===== config.mk =====
export PLATFORM = sky130hd
export DESIGN_NAME = core_pwrdn_seq
export DESIGN_NICKNAME = d
export VERILOG_FILES = /design/src/rtl/pwrdn_pkg.sv /design/src/rtl/pwrdn_sel_decode.sv /design/src/rtl/pwrdn_fsm.sv /design/src/rtl/pwrdn_out_bank.sv /design/src/rtl/core_pwrdn_seq.sv
export SDC_FILE = /design/constraint.sdc
export NUM_CORES = 1
export LEC_CHECK = 0
export BUFFER_PORTS_ARGS = -buffer_cell sky130_fd_sc_hd__buf_2
export CAP_MARGIN = 20
export CORE_ASPECT_RATIO = 1.2
export CORE_MARGIN = 8
export CORE_UTILIZATION = 40
export CTS_BUF_LIST = sky130_fd_sc_hd__clkbuf_8
export CTS_CLUSTER_SIZE = 28
export DETAILED_ROUTE_END_ITERATION = 8
export GPL_TIMING_DRIVEN = 0
export PLACE_DENSITY = 0.72
export SLEW_MARGIN = 25
export SYNTH_ARGS = -nofsm -noshare
export SYNTH_HDL_FRONTEND = slang
export SYNTH_SLANG_ARGS = --single-unit

===== constraint.sdc =====
create_clock -name clk -period 2.8 [get_ports clk]
set_clock_uncertainty 0.1 [all_clocks]
set_input_delay 0.14 -clock clk [delete_from_list [all_inputs] [get_ports clk]]
set_output_delay 0.14 -clock clk [all_outputs]
set_load 0.005 [all_outputs]

===== src/rtl/pwrdn_pkg.sv =====
// pwrdn_pkg: shared types for the core power-down sequencer.
// Assumes: nothing beyond IEEE 1800-2017.
package pwrdn_pkg;

    // Sequencer phases, visited in this order (CLAMP skipped for core 0).
    typedef enum logic [2:0] {
        ST_IDLE,
        ST_WAIT,
        ST_CLAMP,
        ST_RESET,
        ST_SWITCH,
        ST_RELEASE
    } seq_state_t;

endpackage


===== src/rtl/pwrdn_sel_decode.sv =====
// pwrdn_sel_decode: checks that a core select mask is exactly one-hot and
// returns the index of its set bit.
// Assumes: idx_o is meaningful only when onehot_o is 1.
module pwrdn_sel_decode #(
    parameter int N_CORES = 4,
    localparam int IDX_W  = (N_CORES > 1) ? $clog2(N_CORES) : 1,
    localparam int CNT_W  = $clog2(N_CORES + 1)
) (
    input  logic [N_CORES-1:0] mask_i,
    output logic               onehot_o,
    output logic [IDX_W-1:0]   idx_o
);

    logic [CNT_W-1:0] ones;

    // Count set bits and remember the position of the last one found.
    always_comb begin
        ones  = '0;
        idx_o = '0;
        for (int i = 0; i < N_CORES; i++) begin
            if (mask_i[i]) begin
                ones  = ones + CNT_W'(1);
                idx_o = IDX_W'(i);
            end
        end
        onehot_o = (ones == CNT_W'(1));
    end

endmodule


===== src/rtl/pwrdn_fsm.sv =====
// pwrdn_fsm: ordered power-down sequencer. It accepts a request when idle,
// waits for WFI of the latched core, then issues clamp, reset and switch
// strobes on successive cycles and ends with a release state.
// Assumes: sel_ok_i and sel_idx_i are decoded from sel_i in the same cycle.
// The strobes are issued on the transition into a step, so each step's
// output is visible during that step's own state.
module pwrdn_fsm
    import pwrdn_pkg::*;
#(
    parameter int N_CORES = 4,
    localparam int IDX_W  = (N_CORES > 1) ? $clog2(N_CORES) : 1
) (
    input  logic               clk,
    input  logic               rst_n,
    input  logic               start_i,
    input  logic [N_CORES-1:0] sel_i,
    input  logic               sel_ok_i,
    input  logic [IDX_W-1:0]   sel_idx_i,
    input  logic [N_CORES-1:0] wfi_i,
    output logic [N_CORES-1:0] sel_q_o,
    output logic [IDX_W-1:0]   idx_q_o,
    output logic               do_clamp_o,
    output logic               do_reset_o,
    output logic               do_switch_o,
    output logic               busy_o,
    output logic               release_o
);

    seq_state_t state_q, state_d;
    logic       wfi_hit;
    logic       accept;

    assign wfi_hit = |(wfi_i & sel_q_o);
    assign accept  = (state_q == ST_IDLE) && start_i && sel_ok_i;

    // Next-state and step-strobe selection.
    always_comb begin
        state_d     = state_q;
        do_clamp_o  = 1'b0;
        do_reset_o  = 1'b0;
        do_switch_o = 1'b0;
        unique case (state_q)
            ST_IDLE: begin
                if (accept) state_d = ST_WAIT;
            end
            ST_WAIT: begin
                if (wfi_hit) begin
                    if (sel_q_o[0]) begin
                        state_d    = ST_RESET;
                        do_reset_o = 1'b1;
                    end else begin
                        state_d    = ST_CLAMP;
                        do_clamp_o = 1'b1;
                    end
                end
            end
            ST_CLAMP: begin
                state_d    = ST_RESET;
                do_reset_o = 1'b1;
            end
            ST_RESET: begin
                state_d     = ST_SWITCH;
                do_switch_o = 1'b1;
            end
            ST_SWITCH:  state_d = ST_RELEASE;
            ST_RELEASE: state_d = ST_IDLE;
            default:    state_d = ST_IDLE;
        endcase
    end

    // State register.
    always_ff @(posedge clk) begin
        if (!rst_n) state_q <= ST_IDLE;
        else        state_q <= state_d;
    end

    // Latch the selected core only when a request is accepted.
    always_ff @(posedge clk) begin
        if (!rst_n) begin
            sel_q_o <= '0;
            idx_q_o <= '0;
        end else if (accept) begin
            sel_q_o <= sel_i;
            idx_q_o <= sel_idx_i;
        end
    end

    assign busy_o    = (state_q != ST_IDLE);
    assign release_o = (state_q == ST_RELEASE);

    // without WFI on the selected core the sequencer keeps waiting.
    a_r3_hold_wait: assert property (@(posedge clk) disable iff (!rst_n)
        (state_q == ST_WAIT && !(|(wfi_i & sel_q_o))) |=> (state_q == ST_WAIT));

    // an accepted request makes the block busy on the next cycle.
    a_r2_busy_after_accept: assert property (@(posedge clk) disable iff (!rst_n)
        (!busy_o && start_i && sel_ok_i) |=> busy_o);

    // release lasts one cycle and is followed by idle.
    a_r8_release_pulse: assert property (@(posedge clk) disable iff (!rst_n)
        release_o |=> (!release_o && !busy_o));

    // the latched core does not change while a sequence runs.
    a_r9_sel_held: assert property (@(posedge clk) disable iff (!rst_n)
        (busy_o && !release_o) |=> $stable(sel_q_o));

    // a malformed mask leaves the sequencer idle.
    a_r10_reject_idle: assert property (@(posedge clk) disable iff (!rst_n)
        (!busy_o && start_i && !sel_ok_i) |=> !busy_o);

endmodule


===== src/rtl/pwrdn_out_bank.sv =====
// pwrdn_out_bank: per-core clamp, reset and power switch registers. Each
// strobe changes only the fields of the latched core.
// Assumes: at most one strobe is high per cycle, and sel_i is one-hot and
// matches idx_i whenever a strobe is high.
module pwrdn_out_bank #(
    parameter int          N_CORES = 4,
    parameter int          SW_W    = 8,
    parameter logic [SW_W-1:0] SW_OFF = '1,
    localparam int IDX_W  = (N_CORES > 1) ? $clog2(N_CORES) : 1
) (
    input  logic                    clk,
    input  logic                    rst_n,
    input  logic [N_CORES-1:0]      sel_i,
    input  logic [IDX_W-1:0]        idx_i,
    input  logic                    do_clamp_i,
    input  logic                    do_reset_i,
    input  logic                    do_switch_i,
    output logic [N_CORES-1:0]      clamp_o,
    output logic [N_CORES-1:0]      core_rst_n_o,
    output logic [N_CORES*SW_W-1:0] pwr_sw_o
);

    for (genvar g = 0; g < N_CORES; g++) begin : g_core

        // Clamp enable: set once by the clamp strobe, never cleared here.
        always_ff @(posedge clk) begin
            if (!rst_n)                       clamp_o[g] <= 1'b0;
            else if (do_clamp_i && sel_i[g])  clamp_o[g] <= 1'b1;
        end

        // Active-low core reset: pulled low by the reset strobe.
        always_ff @(posedge clk) begin
            if (!rst_n)                       core_rst_n_o[g] <= 1'b1;
            else if (do_reset_i && sel_i[g])  core_rst_n_o[g] <= 1'b0;
        end

        // Power switch field: written to all-off, selected by core number.
        always_ff @(posedge clk) begin
            if (!rst_n)
                pwr_sw_o[g*SW_W +: SW_W] <= '0;
            else if (do_switch_i && (idx_i == IDX_W'(g)))
                pwr_sw_o[g*SW_W +: SW_W] <= SW_OFF;
        end
    end

    // a core other than 0 is clamped before its reset is pulled.
    a_r4_clamp_before_reset: assert property (@(posedge clk) disable iff (!rst_n)
        (do_reset_i && idx_i != '0) |-> clamp_o[idx_i]);

    // clamp bits never fall while running.
    a_r4_clamp_sticky: assert property (@(posedge clk) disable iff (!rst_n)
        1'b1 |=> ((clamp_o & $past(clamp_o)) == $past(clamp_o)));

    // core 0 is never clamped.
    a_r5_core0_unclamped: assert property (@(posedge clk) disable iff (!rst_n)
        !clamp_o[0]);

    // at most one core reset falls in any cycle.
    a_r6_single_reset_fall: assert property (@(posedge clk) disable iff (!rst_n)
        1'b1 |=> $onehot0($past(core_rst_n_o) & ~core_rst_n_o));

    // power is switched off only for a core already held in reset.
    a_r7_switch_after_reset: assert property (@(posedge clk) disable iff (!rst_n)
        do_switch_i |-> !core_rst_n_o[idx_i]);

endmodule


===== src/rtl/core_pwrdn_seq.sv =====
// core_pwrdn_seq: top of the core power-down sequencer. It decodes the
// select mask, runs the ordered sequence and holds the per-core outputs.
// Assumes: synchronous active-low reset; wfi_i is synchronous to clk.
module core_pwrdn_seq #(
    parameter int              N_CORES = 4,
    parameter int              SW_W    = 8,
    parameter logic [SW_W-1:0] SW_OFF  = 8'hFF,
    localparam int IDX_W  = (N_CORES > 1) ? $clog2(N_CORES) : 1
) (
    input  logic                    clk,
    input  logic                    rst_n,
    input  logic                    start_i,
    input  logic [N_CORES-1:0]      sel_i,
    input  logic [N_CORES-1:0]      wfi_i,
    output logic [N_CORES-1:0]      clamp_o,
    output logic [N_CORES-1:0]      core_rst_n_o,
    output logic [N_CORES*SW_W-1:0] pwr_sw_o,
    output logic                    busy_o,
    output logic                    release_o
);

    logic               sel_ok;
    logic [IDX_W-1:0]   sel_idx;
    logic [N_CORES-1:0] sel_q;
    logic [IDX_W-1:0]   idx_q;
    logic               do_clamp;
    logic               do_reset;
    logic               do_switch;

    pwrdn_sel_decode #(.N_CORES(N_CORES)) u_decode (
        .mask_i   (sel_i),
        .onehot_o (sel_ok),
        .idx_o    (sel_idx)
    );

    pwrdn_fsm #(.N_CORES(N_CORES)) u_fsm (
        .clk         (clk),
        .rst_n       (rst_n),
        .start_i     (start_i),
        .sel_i       (sel_i),
        .sel_ok_i    (sel_ok),
        .sel_idx_i   (sel_idx),
        .wfi_i       (wfi_i),
        .sel_q_o     (sel_q),
        .idx_q_o     (idx_q),
        .do_clamp_o  (do_clamp),
        .do_reset_o  (do_reset),
        .do_switch_o (do_switch),
        .busy_o      (busy_o),
        .release_o   (release_o)
    );

    pwrdn_out_bank #(
        .N_CORES (N_CORES),
        .SW_W    (SW_W),
        .SW_OFF  (SW_OFF)
    ) u_bank (
        .clk          (clk),
        .rst_n        (rst_n),
        .sel_i        (sel_q),
        .idx_i        (idx_q),
        .do_clamp_i   (do_clamp),
        .do_reset_i   (do_reset),
        .do_switch_i  (do_switch),
        .clamp_o      (clamp_o),
        .core_rst_n_o (core_rst_n_o),
        .pwr_sw_o     (pwr_sw_o)
    );

    // the outputs hold their reset values in the cycle after reset.
    a_r1_reset_values: assert property (@(posedge clk)
        !rst_n |=> (clamp_o == '0 && core_rst_n_o == '1 && pwr_sw_o == '0
                    && !busy_o && !release_o));

endmodule


==> summary by stage <==
Pwr
The power per cell area is between 300 and 400 nW/um2. The leakage power of the design is between 0.8 and 0.9 nW. The completed layout was analyzed and its total power is roughly 590 uW. The worst IR drop on VDD is 0.000264 V.

Worst setup path
The worst setup path is captured at a flop. The end of the worst register-to-register path is u_bank.core_rst_n_o[2]. The data required time at the worst endpoint is 2.89 ns. The largest single stage delay on the critical path is a little over 0.5 ns. Walking the worst path, the cells encountered are buf_2 > inv_1 > ha_1 > xor2_1 > ha_1 > nor2b_1 > mux4_2 > nand4_4 > mux2i_1. The startpoint identified for the worst register-to-register timing path is u_fsm.sel_q_o[1]. The worst setup path category is primary input to flop. The critical path starts at sel_i[0]. The worst register-to-register path has a depth of 4. The slowest stage of the critical path is the sky130_fd_sc_hd__mux4_2 cell. The highest fanout seen on the critical path is 6. The worst setup path is launched from a primary input. The worst reg-to-reg setup slack is roughly 1.2 ns. STA puts the critical path data arrival time at roughly 2.1 ns.

In this design, the critical path's most frequently occurring cell is sky130_fd_sc_hd__ha_1.

Routing
In the final routed layout, each cell accounts on average for around 11 um. After detailed routing, the number of remaining DRC violations is 0. The vias after detailed routing is approximately 1100. The per-cell via count in the routed design is between 4 and 5.

For this block, the initial DRC count from the detailed router was 16. The routed design has ~2500 um of wire. The number of detailed-route iterations in the first pass is 4.

In this run the remaining antenna-violating nets after routing total 0.

Floorplanning
The vertical extent of the die is about 77 um. The die covers ~5100 um2. 53 I/O pins were placed. The region available for standard cell placement spans roughly 3000 um2. Once the floorplan was initialized, standard cells occupied between 40% and 50% of the core. From left edge to right edge, the die measures around 67 um.

The floorplan row count is 22.

Final layout
The number of filler cells placed in the layout is around 300. The repair_antennas step left the layout with diodes totalling 0. The fraction of layout cells with a size suffix above 1 is 43.7%. The final design area excluding fillers is between 1500 and 2000 um2. Relative to the synthesized area, the layout overhead comes to 28.3%. The number of nets in the layout is roughly 210.

GRT
The global-route total usage across every layer is 10.0%. The number of antenna violations at the first check in global routing is 0. The first-pass GRT wire length is approximately 4300 um. The number of global-route vias before repair is 1014. After global routing the overflow that remains totals 0. The pin count of the biggest net entering global routing is 13.

Clock tree
Gates resized during post-CTS repair numbered 0. The maximum buffer depth of the clock tree is 2. The total number of clock tree sinks is 21. The number of buffers inserted by hold repair at cts is 0. The later-pin clock latency in the skew report is roughly 0.26 ns. The maximum level of the CTS H-tree is 1. The number of buffers inserted by post-CTS setup repair is 0. The cell sitting at the root of the clock tree is a sky130_fd_sc_hd__clkbuf_8. Clock-pin slew was measured on the worst setup and hold paths at approximately 0.07 ns. TritonCTS built the clock tree.

The number of CTS-inserted buffers is 3.

Synth
Sequential elements use roughly 34% of the synthesized area. For this run, asynchronously set or reset flops after synthesis account for 0%. Counting flops with a built-in enable in the synthesized netlist gives 0. In the synthesized netlist the dominant register cell turns out to be sky130_fd_sc_hd__dfxtp_1. The flip-flop and latch count after synthesis is 21. The total nets after synthesis is between 150 and 200.

The cell area that synthesis handed to floorplanning was approximately 1200 um2. In this run the mean area of a mapped cell was 8.63 um2. Synthesis produced a netlist whose cell count is around 140.

Yosys printed 0 warnings. The number of distinct library cells after synthesis is 34.

Timing
The highest clock rate is just over 500 MHz. The count of final hold-check violations is 0. The shortest clock period the worst path allows after layout is 1.97 ns.

The final sum of negative setup slack is 0 ns. The post-route clock period utilization is ~70%. Headroom to the max-slew limit came out at between 60% and 70%. The number of failing setup endpoints in the final timing report is 0.

The number of slew-limit violations in the final report was 0. For the pin with the worst max-slew slack, the measured transition is roughly 0.57 ns. Setup repair after global routing left no endpoint under its margin.

Hold path
The tightest min-delay check is of the primary input to flop type. The cell count of the worst hold path is 3. The hold path endpoint is u_fsm.sel_q_o[1]. The worst hold path begins at sel_i[1].

Flow run
The tool flagged a number of max-cap violations equal to 0.

Placed design
The wire-length estimate of the detail-placed layout is between 2000 and 2500 um. Port buffering added 51 buffers. The last weighted congestion value of the routability-driven placer is 0.750.

The post-place instance area is roughly 1500 um2.

Outcome
The run finished with clean final reports.
==> registers in the layout, indices dropped and copies added, names as in the netlist <==
register / count
u_bank.core_rst_n_o: 4
u_bank.clamp_o: 4
u_bank.pwr_sw_o: 4
u_fsm.idx_q_o: 2
u_fsm.state_q: 3
u_fsm.sel_q_o: 4
==> worst max path at each step <==
stage	cells past startpoint	endpoint	slack (ns)
2_1_floorplan	8	u_fsm.idx_q_o[0]	0.80
3_3_place_gp	9	u_fsm.sel_q_o[1]	0.60
3_5_place_dp	9	u_fsm.idx_q_o[1]	0.56
4_1_cts	9	u_fsm.idx_q_o[1]	0.83
5_1_grt	9	u_fsm.sel_q_o[1]	0.71
6_report	9	u_fsm.idx_q_o[1]	0.83
==> where the power goes <==
group          leakage [nW]  switching (mW)  internal [mW]
Clock                0.0255          0.0946         0.0990
Combinational         0.691          0.0427         0.0384
Sequential            0.170          0.0101          0.306
Total                 0.886           0.147          0.444
==> worst max-delay path, delay by kind of cell <==
kind	cells	cell delay, ns
adders and majority gates	2	0.66
and+or+nand+nor	2	0.23
buffers and inverters	2	0.15
muxes	2	0.71
xor gates and xnor gates	1	0.17
==> cells in the mapped netlist, drive strengths merged (2+ instances only) <==
master | count | area, um2
xnor2 | 2 | 17.5
mux2i | 6 | 60.1
clkbuf | 4 | 15.0
a21oi | 8 | 40.0
buf | 29 | 215
and2 | 4 | 25.0
nor2 | 9 | 33.8
inv | 6 | 22.5
nor3 | 2 | 10.0
o21ai | 2 | 10.0
ha | 3 | 37.5
nor2b | 10 | 62.6
dfxtp | 21 | 420
o21a | 5 | 37.5
nand2 | 13 | 48.8
nand4 | 2 | 27.5
==> final cells by class <==
| type | count | area, um2 | share of cell area, % |
|---|---|---|---|
| sequential | 21 | 420 | 26.8 |
| clock inverter | 1 | 5.00 | 0.318 |
| multi-input combinational | 82 | 552 | 35.1 |
| tap | 36 | 45.0 | 2.87 |
| clock buffer | 3 | 41.3 | 2.63 |
| timing repair buffer | 51 | 255 | 16.2 |
| inverter | 6 | 22.5 | 1.43 |
| buffer | 33 | 230 | 14.6 |
==> placed cells by master, fill, tap and decap left out, types with 2 or more instances in the layout <==
cell and count:
sky130_fd_sc_hd__buf_2 52, sky130_fd_sc_hd__buf_4 28, sky130_fd_sc_hd__dfxtp_1 21, sky130_fd_sc_hd__nand2_1 13, sky130_fd_sc_hd__nor2b_1 10, sky130_fd_sc_hd__nor2_1 9, sky130_fd_sc_hd__a21oi_1 8, sky130_fd_sc_hd__inv_1 6
sky130_fd_sc_hd__mux2i_1 6, sky130_fd_sc_hd__o21a_1 5, sky130_fd_sc_hd__clkbuf_1 4, sky130_fd_sc_hd__and2_1 4, sky130_fd_sc_hd__ha_1 3, sky130_fd_sc_hd__clkbuf_8 3, sky130_fd_sc_hd__nor3_1 2, sky130_fd_sc_hd__o21ai_0 2
sky130_fd_sc_hd__xnor2_1 2
==> stage by stage <==
step                setup WS [ns]  hold WS, ns  util, %  cells
finish                      0.832       0.0421     52.4    233
global route                0.710       0.0436     52.4    233
CTS                         0.830       0.0411     52.4    233
detailed placement          0.557        0.321     50.8    229
global placement            0.599        0.314     50.8    229
floorplan                   0.804        0.179        -    142
==> metal layers <==
metal,up-vias,part of all wire [%],track usage [%]
met5,-,0,0
met1,474,44,11.9
met3,5,11,2.35
met2,39,43,15.6
met4,0,2.2,5.78
li1,563,-,-
==> kinds of logic after synthesis <==
| group | Yosys count | synth area share (%) |
|---|---|---|
| buffers and inverters | 39 | 20.6 |
| flip-flops | 21 | 34.3 |
| adder cells (fa/ha/maj) | 3 | 3.06 |
| AO/OA/AOI/OAI | 23 | 12.9 |
| multiplexers | 7 | 6.74 |
| AND/OR/NAND/NOR | 46 | 20.2 |
| XOR/XNOR | 3 | 2.15 |
Note: power is estimated with default switching activity, not from simulation.
